<file path="src/rtl/lcd_raster_pkg.sv">
package lcd_raster_pkg;
  // Phase of one scan axis; the order is the order of traversal
  typedef enum logic [1:0] {
    PH_SYNC   = 2'd0,
    PH_BACK   = 2'd1,
    PH_ACTIVE = 2'd2,
    PH_FRONT  = 2'd3
  } scan_phase_e;
endpackage

</file>
<file path="src/rtl/lcd_axis_counter.sv">
module lcd_axis_counter
  import lcd_raster_pkg::*;
#(
  parameter int FW = 10
) (
  input  logic          clk,
  input  logic          rst,
  input  logic          step,
  input  logic [FW-1:0] sync_m1,
  input  logic [FW-1:0] back_m1,
  input  logic [FW-1:0] act_m1,
  input  logic [FW-1:0] front_m1,
  output scan_phase_e   phase,
  output logic          at_end,
  output logic [FW-1:0] act_idx
);
  localparam int CW = FW + 2;

  logic [CW-1:0] cnt;
  logic [CW-1:0] sync_end, act_beg, act_fin, last_pos;

  // phase boundaries derived from the minus-one widths
  always_comb begin
    sync_end = {2'b00, sync_m1} + CW'(1);
    act_beg  = sync_end + {2'b00, back_m1} + CW'(1);
    act_fin  = act_beg + {2'b00, act_m1} + CW'(1);
    last_pos = act_fin + {2'b00, front_m1};
  end

  always_comb begin
    if (cnt < sync_end)      phase = PH_SYNC;
    else if (cnt < act_beg)  phase = PH_BACK;
    else if (cnt < act_fin)  phase = PH_ACTIVE;
    else                     phase = PH_FRONT;
  end

  assign at_end  = (cnt == last_pos);
  assign act_idx = FW'(cnt - act_beg);

  always_ff @(posedge clk) begin
    if (rst)       cnt <= '0;
    else if (step) cnt <= at_end ? '0 : cnt + CW'(1);
  end

  // position never runs past the programmed period
  assert_cnt_bound_R1: assert property (@(posedge clk) disable iff (rst)
    cnt <= last_pos);

  // wrap returns to the first sync position
  assert_wrap_to_sync_R2: assert property (@(posedge clk) disable iff (rst)
    step && at_end |=> phase == PH_SYNC);

  // phases are visited in order, never skipped
  assert_phase_order_R1: assert property (@(posedge clk) disable iff (rst)
    step && !at_end |=>
      (2'(phase) == 2'($past(phase))) || (2'(phase) == 2'($past(phase)) + 2'd1));
endmodule

</file>
<file path="src/rtl/lcd_acb_toggle.sv">
module lcd_acb_toggle #(
  parameter int AW = 8
) (
  input  logic          clk,
  input  logic          rst,
  input  logic          line_done,
  input  logic [AW-1:0] lines_n,
  output logic          acb_q
);
  logic [AW-1:0] line_cnt;
  logic [AW:0]   nxt;

  assign nxt = {1'b0, line_cnt} + (AW+1)'(1);

  always_ff @(posedge clk) begin
    if (rst) begin
      line_cnt <= '0;
      acb_q    <= 1'b0;
    end else if (line_done && lines_n != '0) begin
      if (nxt >= {1'b0, lines_n}) begin
        line_cnt <= '0;
        acb_q    <= ~acb_q;
      end else begin
        line_cnt <= nxt[AW-1:0];
      end
    end
  end

  // a zero count freezes the level
  assert_acb_hold_R8: assert property (@(posedge clk) disable iff (rst)
    lines_n == '0 |=> $stable(acb_q));

  // flips happen only at a line boundary
  assert_acb_on_line_R8: assert property (@(posedge clk) disable iff (rst)
    !line_done |=> $stable(acb_q));
endmodule

</file>
<file path="src/rtl/lcd_raster_gen.sv">
module lcd_raster_gen
  import lcd_raster_pkg::*;
#(
  parameter int HW = 10,
  parameter int VW = 10,
  parameter int AW = 8,
  parameter int DW = 16
) (
  input  logic          clk,
  input  logic          rst,
  input  logic [HW-1:0] cfg_hsw,
  input  logic [HW-1:0] cfg_hbp,
  input  logic [HW-1:0] cfg_ppl,
  input  logic [HW-1:0] cfg_hfp,
  input  logic [VW-1:0] cfg_vsw,
  input  logic [VW-1:0] cfg_vbp,
  input  logic [VW-1:0] cfg_lpp,
  input  logic [VW-1:0] cfg_vfp,
  input  logic [AW-1:0] cfg_acb,
  input  logic          cfg_hs_inv,
  input  logic          cfg_vs_inv,
  input  logic [DW-1:0] src_data,
  input  logic          src_valid,
  output logic          src_ready,
  output logic [DW-1:0] lcd_data,
  output logic          lcd_hsync,
  output logic          lcd_vsync,
  output logic          lcd_acb,
  output logic          pix_valid,
  output logic [HW:0]   pix_x,
  output logic [VW:0]   pix_y
);
  // shadow copy of the configuration, reloaded at frame boundaries
  logic [HW-1:0] sh_hsw, sh_hbp, sh_ppl, sh_hfp;
  logic [VW-1:0] sh_vsw, sh_vbp, sh_lpp, sh_vfp;
  logic [AW-1:0] sh_acb;
  logic          sh_hs_inv, sh_vs_inv;

  scan_phase_e   h_phase, v_phase;
  logic          h_end, v_end, frame_end, active;
  logic [HW-1:0] h_idx;
  logic [VW-1:0] v_idx;
  logic          acb_q, vs_rise;

  assign frame_end = h_end & v_end;

  always_ff @(posedge clk) begin
    if (rst || frame_end) begin
      sh_hsw    <= cfg_hsw;
      sh_hbp    <= cfg_hbp;
      sh_ppl    <= cfg_ppl;
      sh_hfp    <= cfg_hfp;
      sh_vsw    <= cfg_vsw;
      sh_vbp    <= cfg_vbp;
      sh_lpp    <= cfg_lpp;
      sh_vfp    <= cfg_vfp;
      sh_acb    <= cfg_acb;
      sh_hs_inv <= cfg_hs_inv;
      sh_vs_inv <= cfg_vs_inv;
    end
  end

  lcd_axis_counter #(.FW(HW)) u_hcnt (
    .clk      (clk),
    .rst      (rst),
    .step     (1'b1),
    .sync_m1  (sh_hsw),
    .back_m1  (sh_hbp),
    .act_m1   (sh_ppl),
    .front_m1 (sh_hfp),
    .phase    (h_phase),
    .at_end   (h_end),
    .act_idx  (h_idx)
  );

  lcd_axis_counter #(.FW(VW)) u_vcnt (
    .clk      (clk),
    .rst      (rst),
    .step     (h_end),
    .sync_m1  (sh_vsw),
    .back_m1  (sh_vbp),
    .act_m1   (sh_lpp),
    .front_m1 (sh_vfp),
    .phase    (v_phase),
    .at_end   (v_end),
    .act_idx  (v_idx)
  );

  lcd_acb_toggle #(.AW(AW)) u_acb (
    .clk       (clk),
    .rst       (rst),
    .line_done (h_end),
    .lines_n   (sh_acb),
    .acb_q     (acb_q)
  );

  assign active    = (h_phase == PH_ACTIVE) && (v_phase == PH_ACTIVE);
  assign src_ready = active & ~rst;

  // rising-edge launched outputs
  always_ff @(posedge clk) begin
    if (rst) begin
      lcd_hsync <= cfg_hs_inv;
      vs_rise   <= cfg_vs_inv;
      lcd_data  <= '0;
      pix_valid <= 1'b0;
      pix_x     <= '0;
      pix_y     <= '0;
    end else begin
      lcd_hsync <= (h_phase == PH_SYNC) ^ sh_hs_inv;
      vs_rise   <= (v_phase == PH_SYNC) ^ sh_vs_inv;
      lcd_data  <= (active && src_valid) ? src_data : '0;
      pix_valid <= active;
      pix_x     <= active ? ({1'b0, h_idx} + (HW+1)'(1)) : '0;
      pix_y     <= active ? ({1'b0, v_idx} + (VW+1)'(1)) : '0;
    end
  end

  // falling-edge launched outputs
  always_ff @(negedge clk) begin
    if (rst) begin
      lcd_vsync <= cfg_vs_inv;
      lcd_acb   <= 1'b0;
    end else begin
      lcd_vsync <= vs_rise;
      lcd_acb   <= acb_q;
    end
  end

  // data bus is blank whenever no pixel is presented
  assert_blank_zero_R6: assert property (@(posedge clk) disable iff (rst)
    !pix_valid |-> lcd_data == '0 && pix_x == '0 && pix_y == '0);

  // a granted pixel is presented on the next rising edge
  assert_ready_presents_R5: assert property (@(posedge clk) disable iff (rst)
    src_ready |=> pix_valid);

  // falling-edge copy matches the rising-edge decision
  assert_vsync_follow_R4: assert property (@(posedge clk) disable iff (rst)
    lcd_vsync == vs_rise);

  // both syncs are active on the first clock of a frame
  assert_frame_start_R3: assert property (@(posedge clk) disable iff (rst)
    frame_end |=> ##1 ((lcd_hsync ^ sh_hs_inv) && (vs_rise ^ sh_vs_inv)));

  // coordinates stay inside the programmed panel
  assert_coord_range_R7: assert property (@(posedge clk) disable iff (rst)
    pix_valid |-> pix_x >= (HW+1)'(1) && pix_y >= (VW+1)'(1));
endmodule

</file>
<file path="config.mk">
export PLATFORM = sky130hd
export DESIGN_NAME = lcd_raster_gen
export DESIGN_NICKNAME = d
export VERILOG_FILES = /design/src/rtl/lcd_raster_pkg.sv /design/src/rtl/lcd_axis_counter.sv /design/src/rtl/lcd_acb_toggle.sv /design/src/rtl/lcd_raster_gen.sv
export SDC_FILE = /design/constraint.sdc
export NUM_CORES = 1
export LEC_CHECK = 0
export ABC_AREA = 0
export BUFFER_PORTS_ARGS = -buffer_cell sky130_fd_sc_hd__buf_2
export CAP_MARGIN = 15
export CORE_MARGIN = 4
export CORE_UTILIZATION = 55
export CTS_CLUSTER_DIAMETER = 30
export DETAILED_ROUTE_END_ITERATION = 8
export PLACE_DENSITY = 0.77
export SKIP_CTS_REPAIR_TIMING = 1
export SYNTH_ARGS = -nofsm -noshare
export SYNTH_HDL_FRONTEND = slang
export SYNTH_SLANG_ARGS = --single-unit
export TNS_END_PERCENT = 5
</file>
<file path="constraint.sdc">
create_clock -name clk -period 24.4 [get_ports clk]
set_input_delay 4.88 -clock clk [delete_from_list [all_inputs] [get_ports clk]]
set_output_delay 4.88 -clock clk [all_outputs]
set_load 0.02 [all_outputs]
</file>
==> qor.yml <==
final_layout:
  fin_area_mm2: 0.01313
  antenna_cells: 0
  final_nets: 1610
  stdcell_count: 1633
  drive_gt1_frac: 0.1460
  areaGrowthSynthToFinish_pct: 14.93
  fin_util: 0.6467
cts:
  cts_sinks: 166
  cts_root_buffer: "clkbuf_16"
  clk_path_buf_depth: 2
  cts_max_level: 4
  insertion_delay_ns: 0.47
  cts_buffers: 17
  path_clk_slew_ns: 0.07
  cts_tree: "built"
critical_path:
  cp-start-kind: "register"
  crit_family: "flip-flops"
  crit_buf_inv: 1
  critPathCaptureType: "output pin"
  critPathKind: "register to output pin"
  cp_slowest_stage_delay_ns: 0.31
  crit_fanout: 1
  arrival_ns: 13.14
  required_ns: 19.52
  path_cells: "buf_2"
  worst_path_max_delay_cell: "dfxtp_1"
synth:
  synth_edf_count: 90
  syn_nets: 1453
  yosys-top-cells-area: "edfxtp_1, ha_1, dfxtp_1"
  synth.cell_area_mm2: 0.01142
  synth_warnings: 0
  ys_ff_latch: 166
  ys.flop_type: "edfxtp_1"
  async_flop_share: 0
  syn_inst: 1193
  synth_top_cell_area_share: 0.2366
  ys_types: 64
  postSynthAreaPerCell_um2: 9.574
  yosysSeqAreaShare: 0.3698
  synth_top_area_cell: "edfxtp_1"
power:
  leakagePower_nw: 6.171
  peakVddDrop_v: 0.00004999
  powerDensity_mw_per_mm2: 71.62
die:
  fp.dieW_um: 152.1
  ios: 152
  core_mm2: 0.02030
  die_y_um: 152.1
  rows: 52
  initial_core_util: 0.5627
  dieArea_mm2: 0.02314
global_routing:
  grt_remaining_overflow: 0
  grt_max_degree: 77
  antenna_found_initial: 0
  grt.total_usage: 0.2249
  grt_pass1_vias: 9026
  grt_pass1_wl_um: 43270
routing:
  drc: 0
  ant_nets: 0
  drtPass1Iterations: 5
  vias: 9018
  routed_via_density: 5.522
  drt-wirelength-per-cell_um: 15.83
  wl_um: 25850
  drtIter0Drc: 529
placed_design:
  dp_hpwl_um: 19750
  pre_cts_ws_ns: 6.696
  io_buffer_count: 151
  place_congestion: 0.8970
  place_area_mm2: 0.01248
  dp_cells: 1600
sta:
  setup_tns_ns: 0
  drv_slew: 0
  worst_slew_pin_slew_ns: 0.9510
  slew_headroom: 0.3660
  setup_violations: 0
  skew_ns: 0.02727
  layout_setup_ws_ns: 6.384
  rsz0062_at_grt: "false"
  hold_violations: 0
run:
  max-cap-violations: 0
min_path:
  holdCritPathClass: "register to register"
outcome:
  status: "completed"
[path summary, 6_finish.rpt]
kind         cells after the start     endpoint   startpoint  slack [ns]
max                              1      lcd_acb      lcd_acb        6.38
min                              2  u_acb.acb_q  u_acb.acb_q        0.50
max reg2reg                      1      lcd_acb  u_acb.acb_q       11.65
min reg2reg                      2  u_acb.acb_q  u_acb.acb_q        0.50
[layer usage]
layer	share of wire	track usage	wire length, µm	vias up
li1	-	-	-	4583
met1	0.43	0.2737	11190	4201
met2	0.50	0.4035	13050	188
met3	0.041	0.04408	1051	46
met4	0.021	0.06764	552	0
met5	0	0	0	-
[sequential cells by signal, summed over array words and instances (netlist names), 8 cells and up]
register / flops
lcd_data: 16
u_hcnt.cnt: 12
u_vcnt.cnt: 12
pix_x: 11
pix_y: 11
sh_hbp: 10
sh_hfp: 10
sh_hsw: 10
sh_lpp: 10
sh_ppl: 10
sh_vbp: 10
sh_vfp: 10
sh_vsw: 10
sh_acb: 8
u_acb.line_cnt: 8
[cells in the final DEF, fill, tap and decap left out, types with 5 or more instances in the layout]
cell type	n
dfxtp_1	76
edfxtp_1	90
nand4_1	14
a21oi_1	62
xor2_1	67
a21o_1	29
a31oi_1	7
nand3b_1	6
and4_1	8
inv_1	120
or4_1	6
o21ai_0	53
and2_1	28
clkbuf_16	18
nand2b_1	20
nor4_1	9
nand2_1	53
o21a_1	19
nor2_1	77
fa_1	8
nor2b_1	16
nor3_1	23
or2_2	5
buf_2	151
xnor2_1	70
a21boi_0	7
or3_1	6
o211ai_1	10
nand3_1	39
a211oi_1	6
and3_1	38
o2111ai_1	5
ha_1	143
[where the power goes]
part	leakage (nW)	total [mW]	internal, mW	switching (mW)
Combinational	4.40	0.334	0.148	0.186
Sequential	1.46	0.310	0.304	0.00596
Clock	0.317	0.297	0.179	0.118
Total	6.17	0.940	0.631	0.310
[cell type report]
class / instances / area (µm²)
clock buffers: 19 / 454.2
clock inverters: 15 / 196.4
multi-input cells: 890 / 6686
flip-flops and latches: 166 / 4224
well taps: 270 / 337.8
inverters: 118 / 442.9
repair buffers: 155 / 785.8
fillers: 1687 / 7172
[cell families (layout without fill, tap and decap cells)]
logic type / count (synthesis) / count (layout) / synth area share
AND/OR/NAND/NOR: 357 / 357 / 0.1661
AO/OA/AOI/OAI: 239 / 239 / 0.1367
flip-flops: 166 / 166 / 0.3698
adder cells (fa/ha/maj): 153 / 153 / 0.1724
XOR/XNOR: 137 / 137 / 0.1050
buffers and inverters: 137 / 307 / 0.04634
multiplexers: 4 / 4 / 0.003615
[Yosys cell counts, drive strengths merged (3+ instances only)]
cell and count:
nand4 14, nor2b 16, dfxtp 76, or3 6, a211oi 6, ha 143, edfxtp 90, a21oi 62
o211ai 10, o211a 3, fa 8, a31o 3, buf 5, nand2 53, a2111oi 5, clkbuf 13
or2 5, a211o 3, nor4 9, o2111ai 5, nand2b 20, nor2 78, and3 38, nand3 40
xor2 67, xnor2 70, o21bai 3, o31a 3, o21a 19, nand3b 6, and2 28, inv 119
a21boi 7, mux2i 3, o21ai 53, nor3 23, or4 6, a21o 29, o31ai 3, a31oi 7
o311ai 4, a221oi 3, and4 9
[per-stage QoR]
step / hold WS [ns] / total power [mW]
final: 0.4957 / 0.9402
after detailed placement: 0.4791 / 0.6463
after global placement: 0.4658 / 0.6374
after CTS: 0.4909 / 0.9466
after global routing: 0.5406 / 1.006
after floorplan: 0.4492 / 0.5782
Note: power is estimated with default switching activity, not from simulation.
